File: src/rtl/lsu_xfer_pkg.sv
package lsu_xfer_pkg;
   typedef struct packed {
      logic up;
      logic pre;
      logic wb;
      logic is_byte;
      logic load;
   } xfer_ctl_t;
endpackage

File: src/rtl/lsu_addr_gen.sv
module lsu_addr_gen #(
   parameter int DATA_W     = 32,
   parameter int LIMIT_BITS = 26
) (
   input  logic [DATA_W-1:0] base,
   input  logic [DATA_W-1:0] offset,
   input  logic              up,
   input  logic              pre,
   output logic [DATA_W-1:0] acc_addr,
   output logic [DATA_W-1:0] next_addr,
   output logic              out_of_range
);
   assign next_addr = up ? (base + offset) : (base - offset);
   assign acc_addr  = pre ? next_addr : base;

   generate
      if (LIMIT_BITS >= DATA_W) begin : g_no_limit
         assign out_of_range = 1'b0;
      end else begin : g_limit
         assign out_of_range = |acc_addr[DATA_W-1:LIMIT_BITS];
      end
   endgenerate
endmodule

File: src/rtl/lsu_store_lanes.sv
module lsu_store_lanes #(
   parameter int DATA_W = 32,
   parameter int LANE_W = 8
) (
   input  logic              is_byte,
   input  logic [DATA_W-1:0] sdata,
   output logic [DATA_W-1:0] wdata
);
   localparam int LANES = DATA_W / LANE_W;

   for (genvar k = 0; k < LANES; k++) begin : g_lane
      assign wdata[k*LANE_W +: LANE_W] = is_byte ? sdata[LANE_W-1:0]
                                                 : sdata[k*LANE_W +: LANE_W];
   end
endmodule

File: src/rtl/lsu_load_align.sv
module lsu_load_align #(
   parameter int DATA_W = 32,
   parameter int LANE_W = 8,
   localparam int LANES = DATA_W / LANE_W,
   localparam int SEL_W = $clog2(LANES)
) (
   input  logic [DATA_W-1:0] rdata,
   input  logic [SEL_W-1:0]  lane_sel,
   input  logic              is_byte,
   output logic [DATA_W-1:0] ldata
);
   logic [LANE_W-1:0] in_lane [LANES];
   logic [DATA_W-1:0] rotated;

   for (genvar k = 0; k < LANES; k++) begin : g_rot
      logic [SEL_W-1:0] src;
      assign in_lane[k] = rdata[k*LANE_W +: LANE_W];
      assign src        = SEL_W'(k) + lane_sel;
      assign rotated[k*LANE_W +: LANE_W] = in_lane[src];
   end

   assign ldata = is_byte ? {{(DATA_W-LANE_W){1'b0}}, rotated[LANE_W-1:0]} : rotated;
endmodule

File: src/rtl/lsu_xfer_unit.sv
module lsu_xfer_unit
   import lsu_xfer_pkg::*;
#(
   parameter int DATA_W     = 32,
   parameter int LANE_W     = 8,
   parameter int LIMIT_BITS = 26
) (
   input  logic              clk,
   input  logic              rst_n,
   input  logic              req_valid,
   input  logic [DATA_W-1:0] req_base,
   input  logic [DATA_W-1:0] req_offset,
   input  logic              req_up,
   input  logic              req_pre,
   input  logic              req_wb,
   input  logic              req_byte,
   input  logic              req_load,
   input  logic [DATA_W-1:0] req_sdata,
   output logic [DATA_W-1:0] bus_addr,
   output logic              bus_req,
   output logic              bus_we,
   output logic              bus_byte,
   output logic [DATA_W-1:0] bus_wdata,
   output logic              bus_trans,
   input  logic [DATA_W-1:0] bus_rdata,
   input  logic              bus_err,
   output logic              rsp_valid,
   output logic              exc_strobe,
   output logic              wb_en,
   output logic [DATA_W-1:0] wb_addr,
   output logic              ld_en,
   output logic [DATA_W-1:0] ld_data
);
   localparam int LANES = DATA_W / LANE_W;
   localparam int SEL_W = $clog2(LANES);

   generate
      if (DATA_W % LANE_W != 0) begin : g_bad_lane
         $error("DATA_W must be a multiple of LANE_W");
      end
      if (LANES < 2 || (1 << SEL_W) != LANES) begin : g_bad_count
         $error("lane count must be a power of two, at least 2");
      end
      if (LIMIT_BITS < 1) begin : g_bad_limit
         $error("LIMIT_BITS must be positive");
      end
   endgenerate

   xfer_ctl_t         ctl;
   logic [DATA_W-1:0] acc_addr, next_addr, aligned;
   logic              oor, access_ok, wb_want;

   assign ctl = '{up: req_up, pre: req_pre, wb: req_wb, is_byte: req_byte, load: req_load};

   lsu_addr_gen #(.DATA_W(DATA_W), .LIMIT_BITS(LIMIT_BITS)) u_addr (
      .base(req_base), .offset(req_offset), .up(ctl.up), .pre(ctl.pre),
      .acc_addr(acc_addr), .next_addr(next_addr), .out_of_range(oor)
   );

   lsu_store_lanes #(.DATA_W(DATA_W), .LANE_W(LANE_W)) u_store (
      .is_byte(ctl.is_byte), .sdata(req_sdata), .wdata(bus_wdata)
   );

   lsu_load_align #(.DATA_W(DATA_W), .LANE_W(LANE_W)) u_load (
      .rdata(bus_rdata), .lane_sel(acc_addr[SEL_W-1:0]), .is_byte(ctl.is_byte),
      .ldata(aligned)
   );

   assign bus_addr  = acc_addr;
   assign bus_req   = req_valid & ~oor;
   assign bus_we    = ~ctl.load;
   assign bus_byte  = ctl.is_byte;
   assign bus_trans = bus_req & ~ctl.pre & ctl.wb;
   assign access_ok = bus_req & ~bus_err;
   assign wb_want   = ~ctl.pre | ctl.wb;

   always_ff @(posedge clk) begin
      if (!rst_n) begin
         rsp_valid  <= 1'b0;
         exc_strobe <= 1'b0;
         wb_en      <= 1'b0;
         wb_addr    <= '0;
         ld_en      <= 1'b0;
         ld_data    <= '0;
      end else begin
         rsp_valid  <= req_valid;
         exc_strobe <= req_valid & ~access_ok;
         wb_en      <= access_ok & wb_want;
         wb_addr    <= (access_ok & wb_want) ? next_addr : '0;
         ld_en      <= access_ok & ctl.load;
         ld_data    <= (access_ok & ctl.load) ? aligned : '0;
      end
   end
endmodule

File: config.mk
export PLATFORM = sky130hd
export DESIGN_NAME = lsu_xfer_unit
export DESIGN_NICKNAME = d
export VERILOG_FILES = /design/src/rtl/lsu_xfer_pkg.sv /design/src/rtl/lsu_addr_gen.sv /design/src/rtl/lsu_store_lanes.sv /design/src/rtl/lsu_load_align.sv /design/src/rtl/lsu_xfer_unit.sv
export SDC_FILE = /design/constraint.sdc
export NUM_CORES = 1
export LEC_CHECK = 0
export ABC_AREA = 1
export ABC_CLOCK_PERIOD_IN_PS = 3400
export BUFFER_PORTS_ARGS = -buffer_cell sky130_fd_sc_hd__buf_4
export CAP_MARGIN = 20
export CORE_UTILIZATION = 44
export DETAILED_ROUTE_END_ITERATION = 16
export GPL_TIMING_DRIVEN = 0
export PLACE_DENSITY = 0.79
export SYNTH_ARGS = -nofsm -noshare
export SYNTH_HDL_FRONTEND = slang
export SYNTH_SLANG_ARGS = --single-unit
File: constraint.sdc
create_clock -name clk -period 3.4 [get_ports clk]
set_input_delay 0.17 -clock clk [delete_from_list [all_inputs] [get_ports clk]]
set_output_delay 0.17 -clock clk [all_outputs]
set_load 0.05 [all_outputs]
# Word level (Yosys, flattened, before mapping)
# Index checks and enable logic that the tools add are counted.
op_classes:
  add_sub_neg: 5
  n_lt_le_gt_ge: 4
  muxes: 17
  bitwise_logic: 19
  n_reduce_logical: 4
op_table:
  columns: ["operator", "n"]
  rows:
  - ["2-to-1 mux 8 bit", 11]
  - ["binary-select mux 8 bit (select 2 bit)", 4]
  - ["2-to-1 mux 32 bit", 2]
  - ["adder 32 bit", 1]
  - ["subtractor 32 bit", 1]
  - [">= comparator 3 bit (second input constant)", 4]
  - ["inverter 2 -> 3 bit", 4]
  - ["AND 1 bit", 7]
  - ["inverter 1 bit", 7]
  - ["OR reduction 6 bit", 1]
  - ["adder 2 bit (first input constant)", 2]
  - ["AND reduction 2 bit", 2]
  - ["OR reduction 3 bit", 1]
  - ["adder 1 x 2 -> 2 bit (first input constant)", 1]
  - ["bitwise OR 1 bit", 1]
totals:
  regBits: 68
  in_bits: 137
  output_inout_bits: 136

# Longest topological paths before layout
# Gate-level depths: netlist of run 1.
depth:
  ltp_word: 10
  ltp_mapped: 28

# Cells and area by module
# Synthesis of run 1 repeated with hierarchy kept, for this count alone.
hier_totals:
  hier_cells: 1251
  hier_area_um2: 7110.6
by_module_without_submodules:
  columns: ["mod", "instances", "cells_per_inst", "area_each_um2"]
  rows:
  - ["lsu_addr_gen", 1, 701, 3547.2]
  - ["lsu_xfer_unit", 1, 221, 2089.5]
  - ["lsu_load_align", 1, 261, 1124.8]
  - ["lsu_store_lanes", 1, 68, 349.1]

# Worst setup path before layout of run 1
# Ideal clock, no wire load.
synth_timing:
  path_kind: "input to output"
  start: "in req_offset[0]"
  end: "out bus_trans"
  arrival_time_ns: 4.150
  slack_ns: -0.920
  cell_stages: 25
  path_buffers: 0
  cell_sequence: "inv_1 -> ha_1 -> nand4_1 -> nor2_1 -> nand4_1 -> nor4_2 -> a21oi_1 -> a21oi_1 -> o21ai_0 -> xor2_1 -> ha_1 -> inv_1 -> nor3_2 -> nand2_1 -> a21oi_1 -> nor2_1 -> nand2_1 -> nand2_1 -> nand3_2 -> nand2_2 -> nor2_2 -> nand2_2 -> nor2_8 -> nand2_1 -> nor2_1"
synth_between:
  elab_chain_len: 8
  word_cells_on_any_way: 9
  classes_between: "add/sub: 2; mux: 2; bitwise: 4; reduce/logical: 1"
synth_lines:
  columns: ["item", "line", "rtl"]
  rows:
  - ["start: declaration", "lsu_xfer_unit.sv:12", "input logic [DATA_W-1:0] req_offset,"]
  - ["subtractor 32 bit / adder 32 bit (equally long branches)", "lsu_addr_gen.sv:13", "assign next_addr = up ? (base + offset) : (base - offset);"]
  - ["2-to-1 mux 32 bit *", "lsu_addr_gen.sv:13", null]
  - ["2-to-1 mux 32 bit *", "lsu_addr_gen.sv:14", "assign acc_addr = pre ? next_addr : base;"]
  - ["named net bus_addr[30]", "lsu_xfer_unit.sv:19", "output logic [DATA_W-1:0] bus_addr,"]
  - ["OR reduction 6 bit *", "lsu_addr_gen.sv:20", "assign out_of_range = |acc_addr[DATA_W-1:LIMIT_BITS];"]
  - ["inverter 1 bit *", "lsu_xfer_unit.sv:70", "assign bus_req = req_valid & ~oor;"]
  - ["AND 1 bit *", "lsu_xfer_unit.sv:70", null]
  - ["named net bus_req", "lsu_xfer_unit.sv:20", "output logic bus_req,"]
  - ["AND 1 bit * (2 in series)", "lsu_xfer_unit.sv:73", "assign bus_trans = bus_req & ~ctl.pre & ctl.wb;"]
  - ["end: declaration", "lsu_xfer_unit.sv:24", "output logic bus_trans,"]
# Mark *: on every way through the listed nets, which the timed path passes. The rest lies on a longest branch.

# Worst setup path after layout of run 1
layout_timing:
  start: "in req_offset[1]"
  end: "out bus_trans"
layout_between:
  elab_chain_len: 8
  word_cells_on_any_way: 9
  classes_between: "add/sub: 2; mux: 2; bitwise: 4; reduce/logical: 1"
layout_lines:
  columns: ["item", "line"]
  rows:
  - ["subtractor 32 bit / adder 32 bit (equally long branches)", "lsu_addr_gen.sv:13"]
  - ["2-to-1 mux 32 bit *", "lsu_addr_gen.sv:13"]
  - ["2-to-1 mux 32 bit *", "lsu_addr_gen.sv:14"]
  - ["OR reduction 6 bit *", "lsu_addr_gen.sv:20"]
  - ["inverter 1 bit *", "lsu_xfer_unit.sv:70"]
  - ["AND 1 bit *", "lsu_xfer_unit.sv:70"]
  - ["AND 1 bit * (2 in series)", "lsu_xfer_unit.sv:73"]
# Mark *: on every way between the ends. The rest lies on a longest branch, timed or not.

==> qor.csv, run 1 <==
stage,metric,value,unit
sta,hold_ws,89.42,ps
yosys,netlist.area_leader.share,21.80,%
layout,diodes,0,
pwr,swShare,44.18,%
routing,drt_iter0_drc,609,
global_routing,grt_max_degree,13,
cts,cts.clk_slew.worst_paths,60,ps
layout,area_delta_synth_final,62.12,%
cts,cts-hold-fix-buffers,0,
sta,hold_violations,0,
yosys,synth_nets,1173,
layout,final_cells,1502,
critical_path,worstPathRequired,3230,ps
pwr,p_comb_share,53.6,%
layout,drive_gt1_share,43.04,%
die,initial_core_util,44.98,%
pwr,internal_power,0.002203,W
die,die_area,0.01467,mm2
yosys,ys_types,49,
critical_path,cp_slowest_cell,ha_1,
critical_path,crit_path_start_kind,input port,
pwr,p_leak,5.109,nW
routing,firstDrtPassIters,5,
layout,finalNetCount,1492,
critical_path,critPathMaxFanout,4,
status,violations,negative setup slack,
die,coreArea,0.01388,mm2
global_routing,grt_pass1_wl,32.06,mm
placed_design,placed_area,0.008541,mm2
yosys,ys_seq_area_share,21.80,%
yosys,synth_edf_count,0,
routing,post-route-drc-count,0,
layout,finalInstanceArea,0.01012,mm2
die,die_h,121.1,um
placed_design,place_hpwl,17.40,mm
yosys,synth-async-reset-ratio,0,%
sta,max_freq,259.6,MHz
global_routing,overflow,0,
sta,fin_crit,3852,ps
routing,ant_nets,0,
cts,clockBufferDepth,2,
sta,post-route-period-util,113.3,%
placed_design,dp.cells,1447,
job,drv_cap,0,
pwr,power,0.003946,W
placed_design,place_ws,-1133,ps
critical_path,critPathBufInv,4,
yosys,synth-seq-cells,68,
die,rows,43,
yosys,ys_warn_count,0,
die,io_pins,273,
critical_path,critPathKind,in2out,
placed_design,place.gp.congestion,0.9189,
sta,drv_slew,0,
pwr,switching_power,0.001743,W
pwr,powerDensity,389.9,mW/mm2
status,status,"complete, but fails checks",
yosys,yosys_most_used_dff,dfxtp_1,
cts,cts_tree,done,
critical_path,crit_cells,26,
die,chipWidth,121.1,um
yosys,syn-mean-instance-area,6.256,um2
sta,tightest_slew,737.4,ps
routing,vias,7647,
sta,grt_setup_unrepaired,yes,
cts,htreeDepth,3,
routing,wl_per_cell,15.37,um
yosys,synthTopCellsByArea,"dfxtp_1, nand2_1, ha_1, nor2_1, inv_1",
critical_path,cp.arrival,3680,ps
sta,setup_viol,71,
sta,slew_headroom,50.84,%
routing,vias_per_cell,5.091,
yosys,synth_top_cell_by_area,dfxtp_1,
global_routing,grt_pass1_vias,6590,
pwr,peakVddDrop,0.2629,mV
global_routing,antenna_found_initial,0,
yosys,syn_inst,998,
cts,numCtsBuffers,9,
routing,drt_wl_total,23.09,mm
cts,cts_sinks,68,
global_routing,gr-usage-all-layers,28.00,%
pwr,power_frac_seq,20.3,%
yosys,synthesis.area,0.006243,mm2
min_path,whs_path_depth,3,
pwr,pwr-share-clk,26.1,%
critical_path,max_stage_delay,390,ps
cts,ctsRootBufferMaster,clkbuf_16,
critical_path,crit_family,simple AND/OR/NAND/NOR gates,
min_path,worst_hold_path_type,in2reg,
placed_design,io_buffers,269,
sta,setup_ws,-451.8,ps
critical_path,cp-end-kind,primary output,
-- cells in the mapped netlist, types with 9 or more instances --
cell      number
nand2_2       27
ha_1          37
nor2_1       119
a21oi_1       63
dfxtp_1       68
xnor2_1       24
nand3_1       19
xor2_1        31
clkbuf_1      19
inv_1        111
nor2_2        42
buf_4          9
o21ai_0       66
nand2_1      273
-- registers in the layout, summed over array words and instances (netlist names) --
| name | cells |
|---|---|
| ld_data | 32 |
| wb_addr | 32 |
| exc_strobe | 1 |
| ld_en | 1 |
| rsp_valid | 1 |
| wb_en | 1 |
-- logic make-up after synthesis --
| logic type | count (synthesis) | synth area share, % |
|---|---|---|
| simple gates | 523 | 38.00 |
| fa+ha+maj | 38 | 7.735 |
| flops | 68 | 21.80 |
| compound gates | 153 | 13.19 |
| xor+xnor | 55 | 7.715 |
| buf+inv | 161 | 11.56 |
-- final timing paths --
path	startpoint	end	slack [ps]
worst max-delay path	req_offset[1]	bus_trans	-450
worst min-delay path	rst_n	rsp_valid$_SDFF_PN0_	90
-- stage by stage --
step	setup TNS, ps	utilization [%]
3_5_place_dp	-76140	61.53
6_report	-20400	72.92
2_1_floorplan	-26170	-
3_3_place_gp	-69230	61.53
5_1_grt	-36340	72.92
4_1_cts	-10840	65.67
-- cells in the final DEF (no fill, tap or decap), drive strengths merged --
cell type,count
and2,4
bufinv,2
or2,5
nand3,29
ha,37
xnor2,24
dlymetal6s2s,1
xor2,31
a31o,1
buf,322
a31oi,6
clkbuf,34
o21bai,9
fa,1
o21ai,69
nand3b,4
o21a,1
and3,1
nand2,301
dfxtp,68
clkinv,5
inv,120
o31ai,1
nor4,3
nor3b,1
nor2,162
nand4,6
a21oi,66
nor3,8
-- layer usage --
layer	wire length [um]	GRT usage [%]
met1	9289	34.82
met2	11450	50.11
met3	1644	3.477
met4	707	8.179
met5	0	0
-- final cells by class --
class,instances,area (um2)
Fill cell,1116,3759
Inverter,121,486.7
Buffer,40,290.3
Multi-Input combinational cell,770,4932
Sequential cell,68,1361
Clock buffer,10,239.0
Clock inverter,6,87.58
Tap cell,180,225.2
Timing Repair Buffer,307,2500
-- power groups by stage --
stage               Combinational, W  Sequential [W]  Clock, W
floorplan                    0.00122        0.000827         0
global route                 0.00226        0.000800   0.00108
global placement             0.00176        0.000818         0
CTS                          0.00181        0.000800   0.00104
finish                       0.00212        0.000800   0.00103
detailed placement           0.00177        0.000818         0
-- timing repair --
item                                    in CTS  in global routing
endpoints found under the setup margin      84                 86
buffers inserted                            16                 19
gates resized for setup                     25                193
pin swaps                                   21                 38
cloned                                       2                  3
Note: power is estimated with default switching activity, not from simulation.
==> inputs of run 2 (changes only) <==
Settings changed: CORE_UTILIZATION 44 to 46, PLACE_DENSITY 0.79 to 0.8, SYNTH_HIERARCHICAL set to 1.
==> qor.csv, run 2 <==
stage,metric,value,unit,change
status,status,"complete, but fails checks",,unchanged
status,violations,negative setup slack,,unchanged
layout,diodes,0,,unchanged
critical_path,critPathMaxFanout,4,,unchanged
yosys,ys_seq_area_share,19.14,%,was 21.80%
layout,area_delta_synth_final,48.11,%,was 62.12%
sta,grt_setup_unrepaired,yes,,unchanged
pwr,p_comb_share,54.1,%,was 53.6%
routing,firstDrtPassIters,5,,unchanged
cts,numCtsBuffers,9,,unchanged
yosys,netlist.area_leader.share,24.28,%,was 21.80%
cts,ctsRootBufferMaster,clkbuf_16,,unchanged
routing,vias_per_cell,4.924,,was 5.091
layout,final_cell_mix,"nand2_1, buf_4, inv_1",,"was buf_4, nand2_1, inv_1"
global_routing,gr-usage-all-layers,29.14,%,was 28.00%
yosys,syn_inst,1251,,was 998
layout,reg_top3,"ld_data x32, wb_addr x32",,unchanged
sta,setup_ws,-350.1,ps,was -451.8 ps
global_routing,grt_max_degree,14,,was 13
pwr,internal_power,0.002109,W,was 0.002203 W
cts,htreeDepth,3,,unchanged
yosys,synth_nets,1426,,was 1173
yosys,synthMostInstantiatedCell,nand2_1,,unchanged
layout,final_common_cell,nand2_1,,was buf_4
job,drv_cap,0,,unchanged
global_routing,grt_pass1_wl,36.85,mm,was 32.06 mm
sta,hold_violations,0,,unchanged
critical_path,critPathKind,in2reg,,was in2out
layout,finalInstanceArea,0.01053,mm2,was 0.01012 mm2
cts,cts.clk_slew.worst_paths,60,ps,about the same
critical_path,worstPathRequired,3670,ps,was 3230 ps
global_routing,overflow,0,,unchanged
routing,post-route-drc-count,0,,unchanged
pwr,peakVddDrop,0.2635,mV,was 0.2629 mV
sta,max_freq,266.7,MHz,was 259.6 MHz
yosys,synth_edf_count,0,,unchanged
critical_path,crit_family,simple AND/OR/NAND/NOR gates,,unchanged
critical_path,cp-end-kind,register,,was primary output
cts,clockBufferDepth,2,,unchanged
critical_path,cp.arrival,4020,ps,was 3680 ps
yosys,synth_top_cell_by_area,nand2_1,,was dfxtp_1
critical_path,max_stage_delay,350,ps,was 390 ps
routing,drt_iter0_drc,693,,was 609
routing,vias,8661,,was 7647
layout,fillCellCount,1367,,was 1116
sta,setup_viol,70,,was 71
pwr,pwr-share-clk,25.0,%,was 26.1%
placed_design,place.gp.congestion,0.9694,,was 0.9189
die,rows,45,,was 43
pwr,p_leak,6.069,nW,was 5.109 nW
placed_design,io_buffers,272,,was 269
die,initial_core_util,46.95,%,was 44.98%
sta,tightest_slew,644.9,ps,was 737.4 ps
yosys,yosys_most_used_dff,dfxtp_1,,unchanged
sta,slew_headroom,57.01,%,was 50.84%
yosys,ys_types,46,,was 49
critical_path,critPathBufInv,11,,was 4
yosys,yosys-top-cells-count,"nand2_1, inv_1, nor2_1",,"was nand2_1, nor2_1, inv_1"
die,io_pins,273,,unchanged
layout,finalNetCount,1741,,was 1492
critical_path,cpMostUsedCell,buf_4,,
yosys,synth-seq-cells,68,,unchanged
routing,drt_wl_total,24.58,mm,was 23.09 mm
pwr,switching_power,0.001713,W,was 0.001743 W
critical_path,cp_slowest_cell,ha_1,,unchanged
global_routing,grt_pass1_vias,7595,,was 6590
yosys,synthTopCellsByArea,"nand2_1, dfxtp_1, inv_1, nor2_1, ha_1",,"was dfxtp_1, nand2_1, ha_1, nor2_1, inv_1"
yosys,synth-async-reset-ratio,0,%,unchanged
pwr,power_frac_seq,20.9,%,was 20.3%
critical_path,crit_path_start_kind,input port,,unchanged
routing,ant_nets,0,,unchanged
die,chipWidth,126.3,um,was 121.1 um
cts,cts_tree,done,,unchanged
die,die_area,0.01596,mm2,was 0.01467 mm2
pwr,swShare,44.81,%,was 44.18%
placed_design,placed_area,0.009467,mm2,was 0.008541 mm2
cts,cts_sinks,68,,unchanged
yosys,ys_warn_count,6,,was 0
die,coreArea,0.01515,mm2,was 0.01388 mm2
sta,post-route-period-util,110.3,%,was 113.3%
sta,drv_slew,0,,unchanged
die,die_h,126.3,um,was 121.1 um
layout,drive_gt1_share,33.10,%,was 43.04%
min_path,worst_hold_path_type,in2reg,,unchanged
sta,setup_tns,-17180,ps,was -20400 ps
pwr,powerDensity,362.9,mW/mm2,was 389.9 mW/mm2
placed_design,place_hpwl,19.21,mm,was 17.40 mm
yosys,syn-mean-instance-area,5.684,um2,was 6.256 um2
global_routing,antenna_found_initial,0,,unchanged
yosys,synthesis.area,0.007111,mm2,was 0.006243 mm2
routing,wl_per_cell,13.97,um,was 15.37 um
sta,fin_crit,3750,ps,was 3852 ps
run 2: changes by cell type in the layout (fill, tap and decap cells not counted), moves of 10 or more:
cell and change:
nor2_4 -18, inv_1 +110, nor2_1 +41, nand2_2 -14, clkbuf_1 -14, o21ai_0 -40
nand3_1 +31, buf_4 +10, nand2_1 +198, a21oi_1 -26
run 2: path summary, 6_finish.rpt:
path | depth (start not counted) | slack [ps] | endpoint | start
worst max-delay path | 28 | -350 | wb_addr[27]$_SDFF_PN0_ | req_offset[7]
worst min-delay path | 3 | 100 | rsp_valid$_SDFF_PN0_ | rst_n
run 2: cell type report:
cell class                 count  area (um2)  area share [%]
sequential                    68        1361           12.93
clock inverter                 6       70.07          0.6653
tap                          188       235.2           2.234
buffer                        42       377.9           3.588
timing repair buffer         303        2381           22.61
clock buffer                  10       239.0           2.269
multi-input combinational    912        4974           47.23
inverter                     230       893.4           8.483
run 2: through the flow:
| step | setup slack, ps | util (%) | cells | hold WS (ps) | total power, W |
|---|---|---|---|---|---|
| after floorplan | -52.96 | - | 1251 | 282.1 | 0.002162 |
| after global placement | -676.5 | 62.50 | 1711 | 407.3 | 0.002708 |
| after detailed placement | -704.4 | 62.50 | 1711 | 414.5 | 0.002724 |
| after CTS | -139.5 | 66.77 | 1751 | 66.53 | 0.003741 |
| after global routing | -551.2 | 69.53 | 1759 | 108.4 | 0.004045 |
| final | -350.1 | 69.53 | 1759 | 100.8 | 0.003822 |
run 2: power by group through the flow:
stage / Clock (W) / Combinational (W) / Sequential (W)
detailed placement: 0 / 0.00191 / 0.000817
finish: 0.000954 / 0.00207 / 0.000800
global placement: 0 / 0.00189 / 0.000818
floorplan: 0 / 0.00134 / 0.000826
global route: 0.00101 / 0.00224 / 0.000799
CTS: 0.000966 / 0.00198 / 0.000800
run 2: timing repair:
action                     4_1_cts  5_1_grt
cloned                           1        3
setup buffers                   25        5
hold buffers                     0        0
setup endpoints to repair       72       85
resized for setup               44       82
pin swaps                       33       10
run 2: logic make-up after synthesis:
logic type	Yosys count	share of synthesized area [%]
XOR/XNOR	52	6.616
adder cells (fa/ha/maj)	38	6.792
AND/OR/NAND/NOR	757	44.87
flip-flops	68	19.14
AO/OA/AOI/OAI	64	5.508
buffers and inverters	272	17.07
run 2: layer usage:
| layer | global-route usage (%) | routed length, um |
|---|---|---|
| met1 | 35.50 | 9924 |
| met2 | 52.32 | 12150 |
| met3 | 4.091 | 1713 |
| met4 | 10.06 | 790 |
| met5 | 0 | 0 |
==> inputs of run 3 (changes only) <==
--- a/config.mk
+++ b/config.mk
@@ -9,9 +9,8 @@
 export ABC_CLOCK_PERIOD_IN_PS = 3400
 export BUFFER_PORTS_ARGS = -buffer_cell sky130_fd_sc_hd__buf_4
-export CAP_MARGIN = 20
-export CORE_UTILIZATION = 46
+export CORE_UTILIZATION = 40
 export DETAILED_ROUTE_END_ITERATION = 16
 export GPL_TIMING_DRIVEN = 0
-export PLACE_DENSITY = 0.8
+export PLACE_DENSITY = 0.71
 export SYNTH_ARGS = -nofsm -noshare
 export SYNTH_HDL_FRONTEND = slang
==> constraint.sdc (replaced) <==
create_clock -name clk -period 3.4 [get_ports clk]
set_input_delay 0.17 -clock clk [delete_from_list [all_inputs] [get_ports clk]]
set_output_delay 0.17 -clock clk [all_outputs]
set_load 0.02 [all_outputs]
==> qor.csv, run 3 (synthesized netlist as in run 2, its figures left out) <==
stage,metric,value,unit,change
status,status,"complete, but fails checks",,unchanged
status,violations,negative setup slack,,unchanged
global_routing,overflow,0,,unchanged
die,initial_core_util,40.97,%,was 46.95%
critical_path,cp.arrival,3940,ps,was 4020 ps
critical_path,cp_slowest_cell,ha_1,,unchanged
global_routing,grt_pass1_vias,7763,,was 7595
pwr,p_leak,6.071,nW,was 6.069 nW
sta,grt_setup_unrepaired,yes,,unchanged
critical_path,critPathMaxFanout,6,,was 4
die,die_h,135.3,um,was 126.3 um
routing,highest_layer,met4,,unchanged
layout,finalNetCount,1737,,was 1741
layout,drive_gt1_share,33.33,%,was 33.10%
placed_design,io_buffers,272,,unchanged
routing,routed-wl-met2,11.67,mm,was 12.15 mm
sta,setup_viol,69,,was 70
placed_design,place_hpwl,19.41,mm,was 19.21 mm
sta,slew_headroom,59.46,%,was 57.01%
pwr,switching_power,0.001456,W,was 0.001713 W
placed_design,place.gp.congestion,0.9541,,was 0.9694
min_path,hold_start,req_valid,,was rst_n
cts,htreeDepth,3,,unchanged
routing,vias_per_cell,4.688,,was 4.924
placed_design,place_ws,-810.0,ps,was -704.4 ps
job,drv_cap,0,,unchanged
layout,area_delta_synth_final,47.81,%,was 48.11%
die,coreArea,0.01736,mm2,was 0.01515 mm2
global_routing,grt_max_degree,13,,was 14
routing,wl_per_cell,13.42,um,was 13.97 um
pwr,powerDensity,342.7,mW/mm2,was 362.9 mW/mm2
routing,route.met3.wl,1.601,mm,was 1.713 mm
global_routing,grt_pass1_wl,37.47,mm,was 36.85 mm
cts,cts.clk_slew.worst_paths,60,ps,about the same
layout,fillCellCount,1688,,was 1367
sta,setup_ws,-267.7,ps,was -350.1 ps
critical_path,crit_path_start_kind,input port,,unchanged
critical_path,critPathKind,in2reg,,unchanged
routing,post-route-drc-count,0,,unchanged
pwr,power_frac_seq,22.2,%,was 20.9%
layout,finalInstanceArea,0.01051,mm2,was 0.01053 mm2
pwr,peakVddDrop,0.1912,mV,was 0.2635 mV
placed_design,placed_area,0.009439,mm2,was 0.009467 mm2
pwr,pwr-share-clk,27.7,%,was 25.0%
cts,cts_sinks,68,,unchanged
pwr,internal_power,0.002146,W,was 0.002109 W
sta,fin_crit,3668,ps,was 3750 ps
pwr,swShare,40.41,%,was 44.81%
die,chipWidth,135.3,um,was 126.3 um
routing,vias,8397,,was 8661
layout,final_cells,1791,,was 1759
critical_path,worstPathRequired,3670,ps,about the same
die,io_pins,273,,unchanged
sta,post-route-period-util,107.9,%,was 110.3%
critical_path,max_stage_delay,300,ps,was 350 ps
sta,drv_slew,0,,unchanged
pwr,p_comb_share,50.1,%,was 54.1%
sta,tightest_slew,608.2,ps,was 644.9 ps
routing,firstDrtPassIters,6,,was 5
layout,reg_top3,"ld_data x32, wb_addr x32",,unchanged
placed_design,dp.cells,1748,,was 1711
routing,drt_wl_total,24.03,mm,was 24.58 mm
cts,clockBufferDepth,2,,unchanged
routing,drt_iter0_drc,556,,was 693
cts,ctsRootBufferMaster,clkbuf_16,,unchanged
die,die_area,0.01831,mm2,was 0.01596 mm2
critical_path,startpoint,req_offset[0],,was req_offset[7]
min_path,worst_hold_path_type,in2reg,,unchanged
layout,final_cell_mix,"nand2_1, buf_4, inv_1",,unchanged
critical_path,cp-end-kind,register,,unchanged
cts,numCtsBuffers,9,,unchanged
critical_path,cpMostUsedCell,nand2_1,,was buf_4
sta,setup_tns,-13700,ps,was -17180 ps
die,rows,48,,was 45
routing,met1Wirelength,10.09,mm,was 9.924 mm
layout,final_common_cell,nand2_1,,unchanged
routing,ant_nets,0,,unchanged
layout,diodes,0,,unchanged
cts,cts_tree,done,,unchanged
global_routing,antenna_found_initial,0,,unchanged
global_routing,gr-usage-all-layers,26.12,%,was 29.14%
sta,max_freq,272.6,MHz,was 266.7 MHz
sta,hold_violations,0,,unchanged
run 3: cell types whose count changed in the layout (fill, tap and decap cells not counted), moves of 4 or more:
cell,change
buf_6,+5
nor2_4,-6
buf_8,-6
nor2_2,+10
nand2_2,+11
nand2_4,-4
nand2_1,-6
buf_4,-4
nor2_1,-4
run 3: timing repair:
| action | 4_1_cts | 5_1_grt |
|---|---|---|
| gates cloned | 3 | 0 |
| resized for setup | 65 | 62 |
| hold buffers | 0 | 0 |
| pin swaps | 24 | 30 |
| endpoints found under the hold margin | 0 | 0 |
| buffers inserted | 14 | 13 |
| endpoints found under the setup margin | 78 | 83 |
run 3: final timing paths:
path,depth (start not counted),end,slack (ps)
min,3,rsp_valid$_SDFF_PN0_,70
max,32,ld_data[3]$_SDFF_PN0_,-270
run 3: power by group through the flow:
stage | combinational (W) | clock, W | sequential [W]
2_1_floorplan | 0.00111 | 0 | 0.000820
3_3_place_gp | 0.00165 | 0 | 0.000817
3_5_place_dp | 0.00166 | 0 | 0.000817
4_1_cts | 0.00173 | 0.00102 | 0.000800
5_1_grt | 0.00199 | 0.00105 | 0.000800
6_report | 0.00180 | 0.000998 | 0.000800
run 3: stage by stage:
stage | hold slack [ps] | total power (W) | utilization, %
floorplan | 282.1 | 0.001926 | -
global placement | 413.5 | 0.002463 | 54.38
detailed placement | 422.7 | 0.002475 | 54.38
CTS | 65.09 | 0.003550 | 58.73
global route | 86.40 | 0.003847 | 60.55
finish | 73.33 | 0.003602 | 60.55
run 3: layout make-up:
cell class	count	area, um2	area share (%)
Clock buffer	9	225.2	2.143
Buffer	40	330.3	3.143
Clock inverter	6	88.84	0.8452
Inverter	230	883.3	8.405
Tap cell	225	281.5	2.679
Sequential cell	68	1361	12.95
Multi-Input combinational cell	911	4925	46.86
Timing Repair Buffer	302	2415	22.98
run 3: worst max-delay path: cells and delay by family:
kind                       cells  cell delay [ps]
AOI/OAI and AO/OA              4              700
and+or+nand+nor               19             1700
buffers and inverters          6              660
adders and majority gates      2              440
xor gates and xnor gates       1              240
run 3: routing by layer:
metal | global-route usage (%) | vias up
met2 | 46.10 | 320
li1 | - | 4319
met4 | 10.42 | 0
met5 | 0 | -
met3 | 3.442 | 54
met1 | 31.85 | 3704
